<file path="config.mk">
export PLATFORM = sky130hd
export DESIGN_NAME = word_byte_packer
export DESIGN_NICKNAME = d
export VERILOG_FILES = /design/src/rtl/wbp_pkg.sv /design/src/rtl/wbp_track.sv /design/src/rtl/wbp_pack.sv /design/src/rtl/wbp_unpack.sv /design/src/rtl/word_byte_packer.sv
export SDC_FILE = /design/constraint.sdc
export NUM_CORES = 1
export LEC_CHECK = 0
export ABC_CLOCK_PERIOD_IN_PS = 8950
export BUFFER_PORTS_ARGS = -buffer_cell sky130_fd_sc_hd__buf_4
export CAP_MARGIN = 20
export CORE_MARGIN = 4
export CORE_UTILIZATION = 25
export DETAILED_ROUTE_END_ITERATION = 10
export GPL_TIMING_DRIVEN = 0
export MAX_ROUTING_LAYER = met4
export RECOVER_POWER = 100
export SLEW_MARGIN = 20
export SYNTH_ARGS = -nofsm -noshare
export SYNTH_HDL_FRONTEND = slang
export SYNTH_SLANG_ARGS = --single-unit
</file>
<file path="constraint.sdc">
create_clock -name clk -period 8.95 [get_ports clk]
set_clock_uncertainty 0.2 [all_clocks]
set_input_delay 0.895 -clock clk [delete_from_list [all_inputs] [get_ports clk]]
set_output_delay 0.895 -clock clk [all_outputs]
set_load 0.05 [all_outputs]
</file>
<file path="src/rtl/wbp_pkg.sv">
package wbp_pkg;
  localparam int WORD_W = 12;
  localparam int BYTE_W = 8;
  localparam int NIB_W  = 4;
  localparam int CNT_W  = 16;

  typedef enum logic [1:0] {PH0 = 2'd0, PH1 = 2'd1, PH2 = 2'd2} phase_t;
  typedef enum logic [1:0] {ST_IDLE = 2'd0, ST_RUN = 2'd1, ST_FIN = 2'd2} state_t;

  typedef struct packed {
    logic [CNT_W-1:0] words;
    logic [CNT_W-1:0] bytes;
    logic [CNT_W-1:0] emit;
  } size_t;

  function automatic phase_t next_phase(input phase_t p);
    case (p)
      PH0:     return PH1;
      PH1:     return PH2;
      default: return PH0;
    endcase
  endfunction

  function automatic int true_len(input logic [WORD_W-1:0] wc);
    return (1 << WORD_W) - int'(wc);
  endfunction
endpackage

</file>
<file path="src/rtl/wbp_track.sv">
module wbp_track
  import wbp_pkg::*;
#(
  parameter int EXT_W = 3
) (
  input  logic                    clk,
  input  logic                    rst_n,
  input  logic                    load,
  input  logic [EXT_W-1:0]        ext_in,
  input  logic [WORD_W-1:0]       lo_in,
  input  logic [WORD_W-1:0]       wc_in,
  input  logic                    step,
  output logic [EXT_W+WORD_W-1:0] addr,
  output logic [WORD_W-1:0]       wc_cur
);
  logic [EXT_W-1:0]  ext_q;
  logic [WORD_W-1:0] lo_q;
  logic [WORD_W-1:0] wc_q;

  always_ff @(posedge clk or negedge rst_n) begin
    if (!rst_n) begin
      ext_q <= '0;
      lo_q  <= '0;
      wc_q  <= '0;
    end else if (load) begin
      ext_q <= ext_in;
      lo_q  <= lo_in;
      wc_q  <= wc_in;
    end else if (step) begin
      lo_q <= lo_q + 1'b1;
      wc_q <= wc_q + 1'b1;
    end
  end

  assign addr   = {ext_q, lo_q};
  assign wc_cur = wc_q;
endmodule

</file>
<file path="src/rtl/wbp_pack.sv">
module wbp_pack
  import wbp_pkg::*;
(
  input  logic              clk,
  input  logic              rst_n,
  input  logic              load,
  input  logic              mode8,
  input  logic [CNT_W-1:0]  words_ld,
  input  logic [CNT_W-1:0]  bytes_ld,
  input  logic              w_valid,
  output logic              w_ready,
  input  logic [WORD_W-1:0] w_data,
  output logic              b_valid,
  input  logic              b_ready,
  output logic [BYTE_W-1:0] b_data,
  output logic              busy,
  output logic              word_step
);
  logic [CNT_W-1:0]  words_left, bytes_left;
  phase_t            phase;
  logic              mode8_q;
  logic [NIB_W-1:0]  hold_lo;
  logic [BYTE_W-1:0] hold_hi;
  logic              need_word;
  logic              byte_step;
  logic [WORD_W-1:0] wd;

  assign busy      = (bytes_left != '0);
  assign need_word = busy && (words_left != '0) && (mode8_q || phase != PH2);
  assign b_valid   = busy && (!need_word || w_valid);
  assign w_ready   = need_word && b_ready;
  assign byte_step = b_valid && b_ready;
  assign word_step = byte_step && need_word;
  assign wd        = need_word ? w_data : '0;

  always_comb begin
    if (mode8_q) b_data = wd[BYTE_W-1:0];
    else begin
      case (phase)
        PH0:     b_data = wd[BYTE_W-1:0];
        PH1:     b_data = {wd[NIB_W-1:0], hold_lo};
        default: b_data = hold_hi;
      endcase
    end
  end

  always_ff @(posedge clk or negedge rst_n) begin
    if (!rst_n) begin
      words_left <= '0;
      bytes_left <= '0;
      phase      <= PH0;
      mode8_q    <= 1'b0;
      hold_lo    <= '0;
      hold_hi    <= '0;
    end else if (load) begin
      words_left <= words_ld;
      bytes_left <= bytes_ld;
      phase      <= PH0;
      mode8_q    <= mode8;
      hold_lo    <= '0;
      hold_hi    <= '0;
    end else if (byte_step) begin
      bytes_left <= bytes_left - 1'b1;
      if (need_word) words_left <= words_left - 1'b1;
      if (!mode8_q) begin
        phase <= next_phase(phase);
        if (phase == PH0) hold_lo <= wd[WORD_W-1:BYTE_W];
        if (phase == PH1) hold_hi <= wd[WORD_W-1:NIB_W];
      end
    end
  end

  AST_WORD_RIDES_BYTE: assert property (@(posedge clk) disable iff (!rst_n) (w_valid && w_ready) |-> (b_valid && b_ready));
  AST_PAD_ZERO: assert property (@(posedge clk) disable iff (!rst_n) (b_valid && words_left == '0 && phase == PH0) |-> (b_data == '0));
endmodule

</file>
<file path="src/rtl/wbp_unpack.sv">
module wbp_unpack
  import wbp_pkg::*;
(
  input  logic              clk,
  input  logic              rst_n,
  input  logic              load,
  input  logic              mode8,
  input  logic [CNT_W-1:0]  words_ld,
  input  logic [CNT_W-1:0]  bytes_ld,
  input  logic              b_valid,
  output logic              b_ready,
  input  logic [BYTE_W-1:0] b_data,
  input  logic              b_end,
  output logic              w_valid,
  input  logic              w_ready,
  output logic [WORD_W-1:0] w_data,
  output logic              busy,
  output logic              word_step
);
  logic [CNT_W-1:0]  words_left, bytes_left;
  phase_t            phase;
  logic              mode8_q;
  logic [BYTE_W-1:0] hold;
  logic              have_byte, emit, byte_step;
  logic [BYTE_W-1:0] bd;

  assign busy      = (bytes_left != '0);
  assign have_byte = b_valid || b_end;
  assign bd        = b_valid ? b_data : '0;
  assign emit      = busy && (words_left != '0) && (mode8_q || phase != PH0);
  assign w_valid   = emit && have_byte;
  assign b_ready   = busy && (!emit || w_ready);
  assign byte_step = busy && have_byte && (!emit || w_ready);
  assign word_step = byte_step && emit;

  always_comb begin
    if (mode8_q) w_data = {{NIB_W{1'b0}}, bd};
    else begin
      case (phase)
        PH1:     w_data = {bd[NIB_W-1:0], hold};
        PH2:     w_data = {bd, hold[NIB_W-1:0]};
        default: w_data = '0;
      endcase
    end
  end

  always_ff @(posedge clk or negedge rst_n) begin
    if (!rst_n) begin
      words_left <= '0;
      bytes_left <= '0;
      phase      <= PH0;
      mode8_q    <= 1'b0;
      hold       <= '0;
    end else if (load) begin
      words_left <= words_ld;
      bytes_left <= bytes_ld;
      phase      <= PH0;
      mode8_q    <= mode8;
      hold       <= '0;
    end else if (byte_step) begin
      bytes_left <= bytes_left - 1'b1;
      if (emit) words_left <= words_left - 1'b1;
      if (!mode8_q) begin
        phase <= next_phase(phase);
        if (phase == PH0) hold <= bd;
        if (phase == PH1) hold <= {{NIB_W{1'b0}}, bd[BYTE_W-1:NIB_W]};
      end
    end
  end

  AST_HI_NIBBLE_ZERO: assert property (@(posedge clk) disable iff (!rst_n) (w_valid && mode8_q) |-> (w_data[WORD_W-1:BYTE_W] == '0));
  AST_WORD_NEEDS_BYTE: assert property (@(posedge clk) disable iff (!rst_n) (w_valid && w_ready) |-> (b_valid || b_end));
endmodule

</file>
<file path="src/rtl/word_byte_packer.sv">
module word_byte_packer
  import wbp_pkg::*;
#(
  parameter int SECT_BYTES  = 256,
  parameter int TRACK_SECTS = 40,
  parameter int EXT_W       = 3,
  parameter int SECT_W      = 6
) (
  input  logic                    clk,
  input  logic                    rst_n,
  input  logic                    start,
  input  logic                    write_dir,
  input  logic                    mode_8b,
  input  logic [WORD_W-1:0]       wc_in,
  input  logic [EXT_W+WORD_W-1:0] ma_in,
  input  logic [SECT_W-1:0]       sector_in,
  input  logic                    wd_in_valid,
  output logic                    wd_in_ready,
  input  logic [WORD_W-1:0]       wd_in_data,
  output logic                    wd_out_valid,
  input  logic                    wd_out_ready,
  output logic [WORD_W-1:0]       wd_out_data,
  output logic                    by_out_valid,
  input  logic                    by_out_ready,
  output logic [BYTE_W-1:0]       by_out_data,
  input  logic                    by_in_valid,
  output logic                    by_in_ready,
  input  logic [BYTE_W-1:0]       by_in_data,
  input  logic                    by_in_end,
  output logic [EXT_W+WORD_W-1:0] mem_addr,
  output logic [WORD_W-1:0]       wc_now,
  output logic                    busy,
  output logic                    done,
  output logic                    incomplete
);
  localparam int ADDR_W     = EXT_W + WORD_W;
  localparam int PACKED_MAX = (SECT_BYTES * 2) / 3;

  function automatic size_t size_xfer(input logic m8, input logic [WORD_W-1:0] wc,
                                      input logic [SECT_W-1:0] sect);
    int n, bc, room, emit;
    size_t s;
    n = true_len(wc);
    if (!m8) begin
      bc = (n * 3 + 1) / 2;
      if (bc > SECT_BYTES) begin
        bc = SECT_BYTES;
        n  = PACKED_MAX;
      end
    end else begin
      room = (int'(sect) < TRACK_SECTS) ? (TRACK_SECTS - int'(sect)) * SECT_BYTES : 0;
      if (n > room) n = room;
      bc = n;
    end
    emit    = ((bc + SECT_BYTES - 1) / SECT_BYTES) * SECT_BYTES;
    s.words = CNT_W'(n);
    s.bytes = CNT_W'(bc);
    s.emit  = CNT_W'(emit);
    return s;
  endfunction

  state_t state_q;
  logic   dir_q;
  logic   incomplete_q;
  logic   load, load_wr, load_rd;
  size_t  sz;
  logic   pk_busy, up_busy, eng_busy;
  logic   pk_step, up_step, word_step;

  assign load    = start && (state_q == ST_IDLE);
  assign load_wr = load && write_dir;
  assign load_rd = load && !write_dir;
  assign sz      = size_xfer(mode_8b, wc_in, sector_in);

  wbp_pack u_pack (
    .clk(clk), .rst_n(rst_n), .load(load_wr), .mode8(mode_8b),
    .words_ld(sz.words), .bytes_ld(sz.emit),
    .w_valid(wd_in_valid), .w_ready(wd_in_ready), .w_data(wd_in_data),
    .b_valid(by_out_valid), .b_ready(by_out_ready), .b_data(by_out_data),
    .busy(pk_busy), .word_step(pk_step)
  );

  wbp_unpack u_unpack (
    .clk(clk), .rst_n(rst_n), .load(load_rd), .mode8(mode_8b),
    .words_ld(sz.words), .bytes_ld(sz.bytes),
    .b_valid(by_in_valid), .b_ready(by_in_ready), .b_data(by_in_data), .b_end(by_in_end),
    .w_valid(wd_out_valid), .w_ready(wd_out_ready), .w_data(wd_out_data),
    .busy(up_busy), .word_step(up_step)
  );

  assign word_step = pk_step || up_step;
  assign eng_busy  = dir_q ? pk_busy : up_busy;

  wbp_track #(.EXT_W(EXT_W)) u_track (
    .clk(clk), .rst_n(rst_n), .load(load),
    .ext_in(ma_in[ADDR_W-1:WORD_W]), .lo_in(ma_in[WORD_W-1:0]), .wc_in(wc_in),
    .step(word_step), .addr(mem_addr), .wc_cur(wc_now)
  );

  always_ff @(posedge clk or negedge rst_n) begin
    if (!rst_n) begin
      state_q      <= ST_IDLE;
      dir_q        <= 1'b0;
      incomplete_q <= 1'b0;
    end else begin
      case (state_q)
        ST_IDLE: if (load) begin
          state_q      <= ST_RUN;
          dir_q        <= write_dir;
          incomplete_q <= 1'b0;
        end
        ST_RUN: if (!eng_busy) begin
          state_q      <= ST_FIN;
          incomplete_q <= (wc_now != '0);
        end
        default: state_q <= ST_IDLE;
      endcase
    end
  end

  assign busy       = (state_q != ST_IDLE);
  assign done       = (state_q == ST_FIN);
  assign incomplete = incomplete_q;

  AST_DONE_PULSE: assert property (@(posedge clk) disable iff (!rst_n) done |=> !done);
  AST_WC_TRACKS: assert property (@(posedge clk) disable iff (!rst_n) (state_q == ST_RUN && word_step) |=> (wc_now == $past(wc_now) + 1'b1));
  AST_EXT_KEPT: assert property (@(posedge clk) disable iff (!rst_n) (state_q == ST_RUN) |=> $stable(mem_addr[ADDR_W-1:WORD_W]));
  AST_NO_DUAL_STREAM: assert property (@(posedge clk) disable iff (!rst_n) !(by_out_valid && wd_out_valid));
endmodule

</file>
Word-level counts from Yosys, hierarchy flattened --
Index checks and enable logic that the tools add are counted.
Storage, ports and cells: register bits after elaboration 121, bits of input ports 63, output and inout port bits 54, logic and storage cells 155
Cells by class: add/subtract/negate cells 13, $mul 1, magnitude comparators 3, eq/ne operators 10, mux-type cells 54, bitwise gates (word level) 2, reduce and logical (&&, ||, !) cells 55
Operators by type and width (count):
- $mux W16 | 12
- $mux W32 | 4
- $mux W8 | 11
- $mux W12 | 6
- $reduce_bool A16 Y1 | 4
- $sub A16 B1 Y16 const B | 4
- $add A32 B1 Y32 | 1
- $add A32 B10 Y32 const B | 1
- $gt A14 B32 Y1 | 1
- $gt A32 B10 Y1 const B | 1
- $sub A32 B2 Y32 const B | 1
- $add A12 B1 Y12 const B | 2
- $pmux W12 S2 | 1
- $reduce_bool A2 Y1 | 10
- $add A17 B2 Y18 const B | 1
- $mul A14 B3 Y17 const B | 1
- $logic_and A1 B1 Y1 | 16
- $mux W2 | 8
- $mux W4 | 4
- $pmux W8 S2 | 1
- $sub A13 B12 Y14 const A | 1
- $pmux W2 S2 | 3
- $reduce_and A2 Y1 | 6
- $reduce_and A3 Y1 | 4
- other kinds (15) | 34

Depth between registers and ports, before layout --
Gate-level depths: netlist of the first run.
depth after elaboration 14, mapped depth 22, mapped depth without buffers 20

Cells and area by module --
A second synthesis of the first run with hierarchy kept.
Unflattened totals: cell total of the unflattened synthesis 1111, area, all modules 9628.0 µm²
By module, submodules not included:
- wbp_unpack | instances 1, cells each 349, area each 2970.3 µm², seq. area each 1076.0 µm²
- wbp_pack | instances 1, cells each 302, area each 2949.1 µm², seq. area each 1176.1 µm²
- word_byte_packer | instances 1, cells each 305, area each 2234.6 µm², seq. area each 100.1 µm²
- wbp_track | instances 1, cells each 155, area each 1473.9 µm², seq. area each 675.6 µm²

Least setup slack after synthesis of the first run --
No wires, ideal clock.
path type input to register, start point input port wc_in[4], end point register u_pack.bytes_left[10], library setup time 0.141 ns, arrival 5.829 ns, data required time 8.609 ns, path slack 2.780 ns, stages 21, path buffers 2, path through buf_2 or4_1 or3_1 xnor2_2 inv_1 ha_1 ha_1 clkbuf_1 o21ai_1 a21oi_1 o21ai_0 and3_1 or4_4 nor4_2 a22oi_1 o21a_1 ha_1 ha_1 xnor2_1 xnor2_1 o21ai_0
Between the ends: longest elaborated chain between the ends 14, elaborated cells on any way between the ends 16, classes of those cells 6 x add/sub; 1 x mul; 2 x order compare; 4 x mux; 2 x bitwise; 1 x reduce/logical
Ends and longest elaborated chain:
- start, declared | line word_byte_packer.sv:14 | input logic [WORD_W-1:0] wc_in,
- $sub A13 B12 Y14 * | line wbp_pkg.sv:25 | return (1 << WORD_W) - int'(wc);
- $mul A14 B3 Y17 | line word_byte_packer.sv:45 | bc = (n * 3 + 1) / 2;
- $add A17 B2 Y18 | line word_byte_packer.sv:45
- $and A1 B1 Y1 (no source line)
- $add A32 B1 Y32 (no source line)
- $gt A32 B10 Y1 | line word_byte_packer.sv:46 | if (bc > SECT_BYTES) begin
- $mux W32 | line word_byte_packer.sv:46
- $mux W32 * | line word_byte_packer.sv:44 | if (!m8) begin
- $add A32 B10 Y32 * | line word_byte_packer.sv:55 | emit = ((bc + SECT_BYTES - 1) / SECT_BYTES) * SECT_BYTES;
- $sub A32 B2 Y32 * | line word_byte_packer.sv:55
- $reduce_or A8 Y1 (no source line)
- $and A1 B1 Y1 (no source line)
- $add A8 B1 Y8 (no source line) *
- $mux W16 * | line wbp_pack.sv:55 | end else if (load) begin
- end signal, assigned | line wbp_pack.sv:57 | bytes_left <= bytes_ld;
- end signal, assigned | line wbp_pack.sv:63 | bytes_left <= bytes_left - 1'b1;
- end, declared | line wbp_pack.sv:19 | logic [CNT_W-1:0] words_left, bytes_left;
Every way passes the cells marked *; elsewhere a longest branch is shown, timed or not. A chain may end at the register's enable or synchronous reset.

Worst setup path after layout of the first run --
start point input port wc_in[3], end point register u_pack.bytes_left[10]
The elaborated chain is that of the path after synthesis.

==> impl_metrics.py, run 1 <==
metrics = {
    "die": {
        "coreArea_sq_um": 34880,
        "die_area_sq_um": 38750,
        "chipWidth_microns": 196.9,
        "top_level_ports": 117,
        "start_util_pct": 25.56,
        "die_h_microns": 196.9,
        "fp-row-count": 68,
    },
    "finish": {
        "diodes": 0,
        "fillers": 3781,
        "nNetsFinal": 1316,
        "fin_area_sq_um": 10610,
        "area_delta_synth_final_pct": 19.01,
        "layout-drive-gt1-share_pct": 8.905,
        "fin_cells": 1679,
    },
    "global_routing": {
        "grt_use_total_pct": 13.99,
        "grt_max_degree": 79,
        "met1_usage_pct": 18.78,
        "use_met2_pct": 21.68,
        "grt_pass1_vias": 8182,
        "grt_pass1_wl_microns": 43360,
        "grt-ovfl-total": 0,
        "antenna_found_initial": 0,
        "top_usage_layer": "met2",
        "use_met3_pct": 2.308,
    },
    "setup_path": {
        "critPathMaxFanout": 9,
        "endpoint": "u_pack.bytes_left[10]$_DFFE_PN0P_",
        "r2r_slack_ns": 4.38,
        "cp-start-kind": "primary input",
        "crit_required_ns": 9.04,
        "crit_arrival_ns": 7.55,
        "reg2reg_to": "u_track.lo_q[8]$_DFFE_PN0P_",
        "path_class": "in -> reg",
        "cp-startpoint": "wc_in[3]",
        "r2r_cells": 10,
        "r2r-start": "u_pack.bytes_left[3]$_DFFE_PN0P_",
        "crit_path_end_kind": "flop",
    },
    "status": {
        "violations": "capacitance limit, slew limit",
        "status": "finished, violations left",
    },
    "detailed_routing": {
        "viasPerCell": 5.018,
        "wl_microns": 26950,
        "dr.first_iter.drc_count": 601,
        "post_drt_wl_per_cell_microns": 16.05,
        "via_count": 8426,
        "drc": 0,
        "postRouteAntennaNets": 0,
        "dr.pass1.iters": 6,
    },
    "sta": {
        "relSlewSlack_pct": -185.0,
        "hold_viol": 0,
        "grt_setup_unrepaired": "no",
        "finalSetupTns_ns": 0,
        "tightest_slew_ns": 4.274,
        "finalMaxSlewViolations": 124,
        "setup_violations": 0,
        "post-route-period-util_pct": 83.34,
        "max_freq_ghz": 0.1341,
        "fin_crit_ns": 7.459,
    },
    "flow_run": {
        "maxCapViolCount": 2,
    },
    "hold_path": {
        "hold_class": "reg -> reg",
    },
    "synthesis": {
        "synth_area_sq_um": 8917,
        "synth-simple-area-share_pct": 24.72,
        "synth_top_area_share_pct": 33.96,
        "syn-instance-count": 1080,
        "synth-async-reset-ratio_pct": 100.0,
        "synth_top_family_by_area": "simple AND/OR/NAND/NOR gates",
        "yosys.cell_types.count": 75,
        "synth-seq-cells": 121,
        "synth.area.mux_share_pct": 2.301,
        "synth_top_flop_cell": "dfrtp_1",
        "synth_fa_ha_area_share_pct": 5.893,
        "synth_warnings": 0,
        "yosysTopAreaCell": "dfrtp_1",
        "synth_xor_area_share_pct": 10.40,
        "syn-num-nets": 1185,
        "synth_area_leaders": "dfrtp_1 (34%), nand2_1 (6.0%), ha_1 (5.9%), xor2_1 (5.2%), xnor2_1 (5.0%)",
        "synth-edff-count": 0,
        "seq_area_frac_synth_pct": 33.96,
        "avgSynthCellArea_sq_um": 8.257,
        "synth-compound-area-share_pct": 18.68,
    },
    "pwr": {
        "peakVddDrop_v": 0.0001389,
        "leakagePower_nw": 4.359,
        "powerDensity_nw_per_um2": 312.4,
    },
    "clock_tree": {
        "cts.htree.levels": 4,
        "hold_buffers": 0,
        "cts.sinks": 121,
        "clk-insertion-delay-late_ns": 0.43,
        "post-cts-setup-buffers": 0,
        "clock_path_buffers": 2,
        "cts_made_buffers": 17,
        "cts_resized": 0,
        "cts_tree": "built",
        "clkTransAtPathRegs_ns": 0.06,
        "cts-root-buf": "clkbuf_16",
    },
    "placed_design": {
        "place_area_sq_um": 10360,
        "gp_routability_congestion": 0.8809,
        "place_hpwl_microns": 20360,
        "dpl.cell_count": 1647,
        "port_buffers": 111,
    },
}
flip-flops by register name, summed over array words and instances (netlist names), 2 cells and up:
register and flops:
u_pack.hold_hi 8, u_track.lo_q 12, state_q 2, u_unpack.hold 8, u_track.ext_q 3, u_pack.phase 2, u_track.wc_cur 12, u_unpack.words_left 16
u_unpack.bytes_left 16, u_pack.words_left 16, u_pack.bytes_left 16, u_pack.hold_lo 4, u_unpack.phase 2
final cells by class:
cell class	count	area, sq um	area share (%)
Tap cell	455	569.3	5.364
Timing Repair Buffer	112	634.4	5.977
Multi-Input combinational cell	869	5438	51.24
Clock buffer	18	439.2	4.138
Inverter	39	146.4	1.379
Clock inverter	14	158.9	1.497
Buffer	51	198.9	1.875
Sequential cell	121	3028	28.53
cell usage in the layout, fill, tap and decap left out, drive strengths merged, types with 7 or more instances in the layout:
cell type and count:
dfrtp 121, a21oi 68, inv 44, clkbuf 117, nor4 22, and2 17, or3 16, and3 12
nand4 15, a22oi 15, buf 64, nand2b 7, nor2 101, nor3 30, or2 7, o21a 7
or4 18, o21ai 88, xor2 53, ha 42, a211oi 10, xnor2 52, a221oi 8, nand2 142
mux2i 16, nand3 30
synthesized netlist by cell type, types with 4 or more instances:
cell	instances
nand2_1	142
dfrtp_1	121
nor2_1	101
o21ai_0	79
a21oi_1	67
xor2_1	53
xnor2_1	51
ha_1	42
clkbuf_1	39
inv_1	38
nand3_1	30
nor3_1	29
nor4_1	18
and2_1	17
mux2i_1	16
or3_1	16
a22oi_1	15
nand4_1	15
or4_1	14
and3_1	12
a211oi_1	10
buf_2	10
o21ai_1	9
a221oi_1	8
nand2b_1	7
o21a_1	7
a21o_1	6
a22o_1	6
nand3b_1	6
or2_2	6
a31oi_1	5
nor2b_1	5
o211ai_1	5
o31ai_1	5
a32oi_1	4
mux2_2	4
nor3b_1	4
o2111ai_2	4
or4_4	4
metal layers:
metal / routed length (microns) / part of all wire (%)
met1: 12510 / 46
met2: 12610 / 47
met3: 1271 / 4.7
met4: 554 / 2.1
met5: 0 / 0
cell families (layout without fill, tap and decap cells):
| family | after synthesis | count (layout) |
|---|---|---|
| and+or+nand+nor | 440 | 440 |
| buffers and inverters | 90 | 234 |
| DFF | 121 | 121 |
| AOI/OAI and AO/OA | 261 | 261 |
| xor gates and xnor gates | 105 | 105 |
| adders and majority gates | 42 | 42 |
| other | 1 | 1 |
| muxes | 20 | 20 |
report_power, final:
| part | leakage, nW | switching, W | internal (W) |
|---|---|---|---|
| Combinational | 2.55 | 0.00108 | 0.000499 |
| Sequential | 1.52 | 0.000236 | 0.000796 |
| Clock | 0.294 | 0.000280 | 0.000423 |
worst max-delay path: stages:
cell and delay [ns]:
clkbuf_1 0.21, or4_1 0.60, or3_1 0.39, xnor2_1 0.59, inv_1 0.18, ha_1 0.32, ha_1 0.27, clkbuf_1 0.26
o21ai_0 0.20, a21oi_1 0.16, o21ai_0 0.22, and3_1 0.25, or4_1 0.66, nor4_1 0.86, a22oi_1 0.35, o21a_1 0.26
ha_1 0.22, ha_1 0.23, xnor2_1 0.20, xnor2_1 0.14, o21ai_0 0.08
metrics by stage:
step / worst slack (ns) / total power (W) / util, % / hold WS, ns
after floorplan: 2.780 / 0.002236 / - / 0.2494
after global placement: 1.899 / 0.002704 / 29.58 / 0.2683
after detailed placement: 1.818 / 0.002739 / 29.70 / 0.2747
after CTS: 2.269 / 0.003454 / 31.42 / 0.1712
after global routing: 0.9919 / 0.003556 / 30.42 / 0.3129
final: 1.491 / 0.003316 / 30.42 / 0.2831
worst min path at each step:
stage | from | endpoint | slack, ns | cells past startpoint
global placement | u_unpack.hold[7]$_DFFE_PN0P_ | u_unpack.hold[7]$_DFFE_PN0P_ | 0.27 | 2
CTS | rst_n | u_unpack.hold[3]$_DFFE_PN0P_ | 0.17 | 1
global route | u_track.ext_q[1]$_DFFE_PN0P_ | u_track.ext_q[1]$_DFFE_PN0P_ | 0.31 | 2
floorplan | u_unpack.hold[0]$_DFFE_PN0P_ | u_unpack.hold[0]$_DFFE_PN0P_ | 0.25 | 2
finish | u_unpack.hold[3]$_DFFE_PN0P_ | u_unpack.hold[3]$_DFFE_PN0P_ | 0.28 | 2
detailed placement | u_track.ext_q[2]$_DFFE_PN0P_ | u_track.ext_q[2]$_DFFE_PN0P_ | 0.27 | 2
(Power assumes the default switching activity.)
==> inputs of run 2 (changes only) <==
--- a/config.mk
+++ b/config.mk
@@ -5,7 +5,8 @@
 export SDC_FILE = /design/constraint.sdc
 export NUM_CORES = 1
 export LEC_CHECK = 0
-export ABC_CLOCK_PERIOD_IN_PS = 8950
+export ABC_AREA = 1
+export ABC_CLOCK_PERIOD_IN_PS = 6250
 export BUFFER_PORTS_ARGS = -buffer_cell sky130_fd_sc_hd__buf_4
 export CAP_MARGIN = 20
 export CORE_MARGIN = 4
==> constraint.sdc (replaced) <==
create_clock -name clk -period 6.25 [get_ports clk]
set_clock_uncertainty 0.2 [all_clocks]
set_input_delay 0.625 -clock clk [delete_from_list [all_inputs] [get_ports clk]]
set_output_delay 0.625 -clock clk [all_outputs]
set_load 0.05 [all_outputs]
==> run 2 against run 1 <==
  * The flow still finishes with violations (capacitance limit, slew limit)
  * Via count grew 14%
  * Clock power increased by 42%
  * Hold slack got worse by 0.094 ns
  * Non-clock buffer count is 14 lower
  * Synthesized cell count is 31% higher
  * Register-to-register slack got worse by 2.9 ns
  * Critical endpoint is now u_pack.bytes_left[13]$_DFFE_PN0P_
  * Largest power group unchanged
==> impl_metrics.py, run 2 <==
metrics = {
    "clock_tree": {
        "clk-insertion-delay-late_ns": 0.43,
        "clkTransAtPathRegs_ns": 0.06,
        "cts-root-buf": "clkbuf_16",
        "cts_made_buffers": 17,
        "cts_tree": "built",
        "cts.htree.levels": 4,
        "cts.sinks": 121,
        "clock_path_buffers": 2,
    },
    "finish": {
        "final_common_cell": "nand2_1",
        "seqCellArea_sq_um": 3028,
        "fillers": 4227,
        "fin_area_sq_um": 11380,
        "nNetsFinal": 1651,
        "most-common-layout-cells": "nand2_1 (323), inv_1 (225), nor2_1 (162), dfrtp_1 (121), o21ai_0 (108)",
        "diodes": 0,
        "area_delta_synth_final_pct": 17.73,
        "layout-drive-gt1-share_pct": 8.852,
        "multi_input_area_sq_um": 5425,
    },
    "synthesis": {
        "avgSynthCellArea_sq_um": 6.858,
        "yosysTopAreaCell": "dfrtp_1",
        "synth_top_flop_cell": "dfrtp_1",
        "syn-instance-count": 1410,
        "synth_warnings": 0,
        "synth_area_leaders": "dfrtp_1 (31%), nand2_1 (12%), inv_1 (8.6%), nor2_1 (5.9%), ha_1 (5.4%)",
        "synth_area_sq_um": 9669,
        "synth_most_common_cell": "nand2_1",
        "syn-num-nets": 1515,
        "yosys.cell_types.count": 61,
        "synth-edff-count": 0,
        "synth-async-reset-ratio_pct": 100.0,
        "synthTopCellsByCount": "nand2_1 (318), inv_1 (222), nor2_1 (153)",
        "synth_top_area_share_pct": 31.31,
        "synth-seq-cells": 121,
        "seq_area_frac_synth_pct": 31.31,
    },
    "sta": {
        "fin_crit_ns": 5.534,
        "max_freq_ghz": 0.1807,
        "setup_violations": 0,
        "tightest_slew_ns": 2.222,
        "relSlewSlack_pct": -48.11,
        "finalSetupTns_ns": 0,
        "post-route-period-util_pct": 88.55,
        "hold_viol": 0,
        "finalMaxSlewViolations": 124,
        "grt_setup_unrepaired": "no",
    },
    "detailed_routing": {
        "post_drt_wl_per_cell_microns": 13.84,
        "dr.first_iter.drc_count": 659,
        "via_count": 9606,
        "postRouteAntennaNets": 0,
        "wl_microns": 28650,
        "dr.pass1.iters": 5,
        "drc": 0,
        "viasPerCell": 4.641,
    },
    "pwr": {
        "powerDensity_nw_per_um2": 453.0,
        "peakVddDrop_v": 0.0002938,
        "leakagePower_nw": 5.507,
    },
    "setup_path": {
        "crit_arrival_ns": 5.68,
        "crit_required_ns": 6.40,
        "path_class": "in -> reg",
        "slowest_stage": "o21ai_0",
        "critPathMaxStageDelay_ns": 0.54,
        "cp-start-kind": "primary input",
        "crit_path_end_kind": "flop",
        "critPathMaxFanout": 9,
        "worst_path_most_repeated_cell": "o21ai_0",
    },
    "global_routing": {
        "grt_use_total_pct": 14.10,
        "grt_max_degree": 86,
        "grt-ovfl-total": 0,
        "antenna_found_initial": 0,
        "grt_pass1_vias": 9422,
        "grt_pass1_wl_microns": 47130,
    },
    "die": {
        "coreArea_sq_um": 37930,
        "start_util_pct": 25.49,
        "chipWidth_microns": 204.7,
        "fp-row-count": 71,
        "top_level_ports": 117,
        "die_h_microns": 204.7,
        "die_area_sq_um": 41890,
    },
    "placed_design": {
        "gp_routability_congestion": 0.8847,
        "port_buffers": 115,
        "place_hpwl_microns": 22480,
        "place_area_sq_um": 11210,
    },
    "status": {
        "status": "finished, violations left",
        "violations": "capacitance limit, slew limit",
    },
    "flow_run": {
        "maxCapViolCount": 2,
    },
    "hold_path": {
        "hold_class": "in -> reg",
    },
}
==> run 2: cell count changes in the layout (fill, tap and decap cells not counted), moves of 39 or more <==
cell     before  now
inv_1        38  225
nand2_1     142  323
nand3_1      30   81
nor2_1      101  162
xnor2_1      52   13
==> run 2: worst paths after layout <==
path	startpoint	to	slack [ns]	cells after the start
max in group asynchronous	rst_n	u_track.wc_cur[11]$_DFFE_PN0P_	1.62	3
min	ma_in[13]	u_track.ext_q[1]$_DFFE_PN0P_	0.19	3
min reg2reg	u_track.ext_q[1]$_DFFE_PN0P_	u_track.ext_q[1]$_DFFE_PN0P_	0.28	2
max	wc_in[2]	u_pack.bytes_left[13]$_DFFE_PN0P_	0.72	27
max reg2reg	u_pack.words_left[0]$_DFFE_PN0P_	u_track.wc_cur[3]$_DFFE_PN0P_	1.49	20
min in group asynchronous	rst_n	u_unpack.hold[3]$_DFFE_PN0P_	1.14	2
==> run 2: final cells by class <==
type                            instances  share of cell area, %
Multi-Input combinational cell       1018                  47.66
Clock inverter                         15                  1.451
Buffer                                 32                  1.077
Sequential cell                       121                  26.60
Tap cell                              511                  5.617
Inverter                              239                  7.892
Timing Repair Buffer                  117                  5.968
Clock buffer                           17                  3.737
==> run 2: kinds of logic after synthesis <==
family                   count (synthesis)  synth area share [%]
AO/OA/AOI/OAI                          258                 16.18
XOR/XNOR                                56                 5.228
adder cells (fa/ha/maj)                 43                 5.538
buffers and inverters                  271                 10.90
flip-flops                             121                 31.31
multiplexers                             7                0.9705
other                                    1               0.03878
AND/OR/NAND/NOR                        653                 29.84
==> run 2: through the flow <==
stage	hold slack (ns)	total power (W)	std cells	util (%)	worst slack [ns]
floorplan	0.1294	0.003572	1410	-	1.333
global placement	0.2707	0.004335	2036	29.45	0.1885
detailed placement	0.2727	0.004396	2037	29.54	0.05266
CTS	0.1689	0.005424	2070	31.13	0.5025
global route	0.1845	0.005593	2070	30.01	0.1011
finish	0.1894	0.005157	2070	30.01	0.7157
==> run 2: routing by layer <==
metal | up-vias | global-route usage, % | wire [microns]
met1 | 4502 | 18.06 | 13590
met4 | 0 | 3.278 | 397
met3 | 28 | 3.562 | 1761
met2 | 229 | 22.58 | 12900
met5 | - | - | 0
li1 | 4847 | - | -
==> run 2: power breakdown <==
group	leakage (nW)	switching (W)	total (W)	internal, W
registers	1.49	0.000305	0.00145	0.00115
clock network	0.283	0.000404	0.000998	0.000594
logic	3.73	0.00192	0.00271	0.000785
total	5.51	0.00263	0.00516	0.00252
==> run 2: critical path, delay by kind of cell <==
kind	cells	cell delay, ns
and+or+nand+nor	11	1.75
buffers and inverters	6	0.78
AOI/OAI and AO/OA	7	1.70
adders and majority gates	3	0.81
==> run 2: timing repair <==
| item | in CTS | in global routing |
|---|---|---|
| hold buffers | 1 | 0 |
| endpoints found under the setup margin | 0 | 1 |
| gates resized for setup | 0 | 1 |
| buffers inserted | 0 | 0 |
| hold endpoints to repair | 36 | 0 |
==> inputs of run 3 (changes only) <==
--- a/config.mk
+++ b/config.mk
@@ -9,6 +9,7 @@
 export ABC_CLOCK_PERIOD_IN_PS = 6250
 export BUFFER_PORTS_ARGS = -buffer_cell sky130_fd_sc_hd__buf_4
 export CAP_MARGIN = 20
+export CORE_ASPECT_RATIO = 0.75
 export CORE_MARGIN = 4
 export CORE_UTILIZATION = 25
 export DETAILED_ROUTE_END_ITERATION = 10
==> constraint.sdc (replaced) <==
create_clock -name clk -period 6.25 [get_ports clk]
set_clock_uncertainty 0.2 [all_clocks]
set_input_delay 0.625 -clock clk [delete_from_list [all_inputs] [get_ports clk]]
set_output_delay 0.625 -clock clk [all_outputs]
set_load 0.1 [all_outputs]
==> run 3 against run 2 <==
  * First-iteration DRC count increased by 12%
  * Count of clock-buffer cells in the layout up 5
  * The run still ends with capacitance limit, slew limit left
  * Flip-flop and latch count unchanged
  * Largest cell class unchanged
  * Total power up 12%
  * Register-to-register slack improved by 0.13 ns
  * Non-clock buffer count unchanged
==> impl_metrics.py, run 3 (synthesized netlist as in run 2, its figures left out) <==
metrics = {
    "die": {
        "die_area_sq_um": 41920,
        "chipWidth_microns": 235.1,
        "die_h_microns": 178.3,
        "start_util_pct": 25.28,
        "fp-row-count": 62,
        "top_level_ports": 117,
        "coreArea_sq_um": 38240,
    },
    "pwr": {
        "powerDensity_nw_per_um2": 507.3,
        "peakVddDrop_v": 0.0005265,
        "leakagePower_nw": 5.508,
    },
    "setup_path": {
        "cp_top_family": "simple AND/OR/NAND/NOR gates",
        "cp-start-kind": "primary input",
        "path_class": "in -> reg",
        "crit_path_end_kind": "flop",
        "crit_required_ns": 6.42,
        "critPathMaxFanout": 10,
        "slowest_stage": "o21ai_0",
        "crit_arrival_ns": 5.86,
        "worst-path-buf-inv": 6,
        "critPathMaxStageDelay_ns": 0.70,
    },
    "clock_tree": {
        "cts.sinks": 121,
        "clock_path_buffers": 2,
        "cts.htree.levels": 4,
        "cts-root-buf": "clkbuf_16",
        "clkTransAtPathRegs_ns": 0.05,
        "post-cts-setup-buffers": 0,
        "clk-insertion-delay-late_ns": 0.43,
        "cts_tree": "built",
        "cts_made_buffers": 17,
    },
    "global_routing": {
        "grt_use_total_pct": 14.33,
        "grt-ovfl-total": 0,
        "grt_pass1_wl_microns": 47250,
        "grt_pass1_vias": 9028,
        "antenna_found_initial": 1,
        "grt_max_degree": 76,
    },
    "sta": {
        "finalSetupTns_ns": 0,
        "layout_setup_ws_ns": 0.5634,
        "setup_violations": 0,
        "hold_viol": 0,
        "post-route-period-util_pct": 90.99,
        "fin_crit_ns": 5.687,
        "relSlewSlack_pct": -82.02,
        "finalMaxSlewViolations": 124,
        "tightest_slew_ns": 2.730,
        "max_freq_ghz": 0.1759,
        "grt_setup_unrepaired": "no",
    },
    "detailed_routing": {
        "drc": 0,
        "viasPerCell": 4.630,
        "dr.pass1.iters": 5,
        "via_count": 9588,
        "dr.first_iter.drc_count": 739,
        "post_drt_wl_per_cell_microns": 14.21,
        "postRouteAntennaNets": 0,
        "wl_microns": 29420,
    },
    "status": {
        "violations": "capacitance limit, slew limit",
        "status": "finished, violations left",
    },
    "finish": {
        "most-common-layout-cells": "nand2_1 (323), inv_1 (225), nor2_1 (163), dfrtp_1 (121), o21ai_0 (109)",
        "diodes": 0,
        "area_delta_synth_final_pct": 17.75,
        "nNetsFinal": 1651,
        "layout-drive-gt1-share_pct": 8.724,
        "final_common_cell": "nand2_1",
    },
    "placed_design": {
        "gp_routability_congestion": 0.9134,
        "dpl_worst_slack_ns": 0.1691,
        "place_hpwl_microns": 23120,
        "port_buffers": 115,
    },
    "hold_path": {
        "hold_class": "in -> reg",
    },
    "flow_run": {
        "maxCapViolCount": 2,
    },
}
[run 3: cell types whose count changed in the layout (fill, tap and decap cells not counted), moves of 2 or more]
cell	change
clkbuf_1	+3
clkbuf_8	+3
mux2_4	+2
clkinv_4	-2
inv_6	-3
[run 3: final cells by class]
class,count,area (sq um)
inverter,239,898.4
buffer,32,122.6
sequential,121,3028
clock buffer,22,474.2
clock inverter,10,117.6
multi-input combinational,1018,5429
tap,512,640.6
timing repair buffer,117,675.6
fill,4260,26860
[run 3: report_power, final]
| group | leakage, nW | switching, W | internal (W) |
|---|---|---|---|
| Clock | 0.279 | 0.000372 | 0.000618 |
| Combinational | 3.74 | 0.00254 | 0.000788 |
| Sequential | 1.49 | 0.000307 | 0.00115 |
| Total | 5.51 | 0.00322 | 0.00255 |
[run 3: stage by stage]
stage               hold WS [ns]  cell area (sq um)  power [W]  instances  util, %
global route              0.1746              11390   0.006200       2071    29.77
detailed placement        0.2728              11210   0.005003       2038    29.31
finish                    0.1871              11390   0.005776       2071    29.77
global placement          0.2692              11170   0.004942       2037    29.22
CTS                       0.1668              11810   0.006018       2071    30.88
floorplan                 0.1294               9669   0.004159       1410        -
[run 3: path summary, 6_finish.rpt]
| check | startpoint | endpoint | slack, ns | cells after the start |
|---|---|---|---|---|
| min in group asynchronous | rst_n | u_unpack.hold[5]$_DFFE_PN0P_ | 1.40 | 2 |
| max in group asynchronous | rst_n | u_pack.bytes_left[2]$_DFFE_PN0P_ | 1.40 | 3 |
| worst min register to register | u_track.ext_q[2]$_DFFE_PN0P_ | u_track.ext_q[2]$_DFFE_PN0P_ | 0.29 | 2 |
| worst max-delay path | wc_in[2] | u_pack.bytes_left[10]$_DFFE_PN0P_ | 0.56 | 32 |
| worst min-delay path | ma_in[13] | u_track.ext_q[1]$_DFFE_PN0P_ | 0.19 | 3 |
| worst max register to register | u_pack.words_left[0]$_DFFE_PN0P_ | u_track.lo_q[8]$_DFFE_PN0P_ | 1.62 | 20 |
[run 3: per-layer routing]
layer  track usage [%]  vias to the layer above  wire [microns]
li1                  -                     4843               -
met1             20.18                     4439           15140
met2             20.92                      278           12090
met3             3.138                       28            1804
met4             3.665                        0             380
met5                 -                        -               0
[run 3: timing repair]
action | 4_1_cts | 5_1_grt
endpoints found under the hold margin | 46 | 0
hold buffers | 1 | 0
gates resized for setup | 0 | 0
[run 3: tightest hold or removal path, stage by stage]
cell and delay [ns]:
buf_4 0.07, nand2_1 0.04, nand2_1 0.05
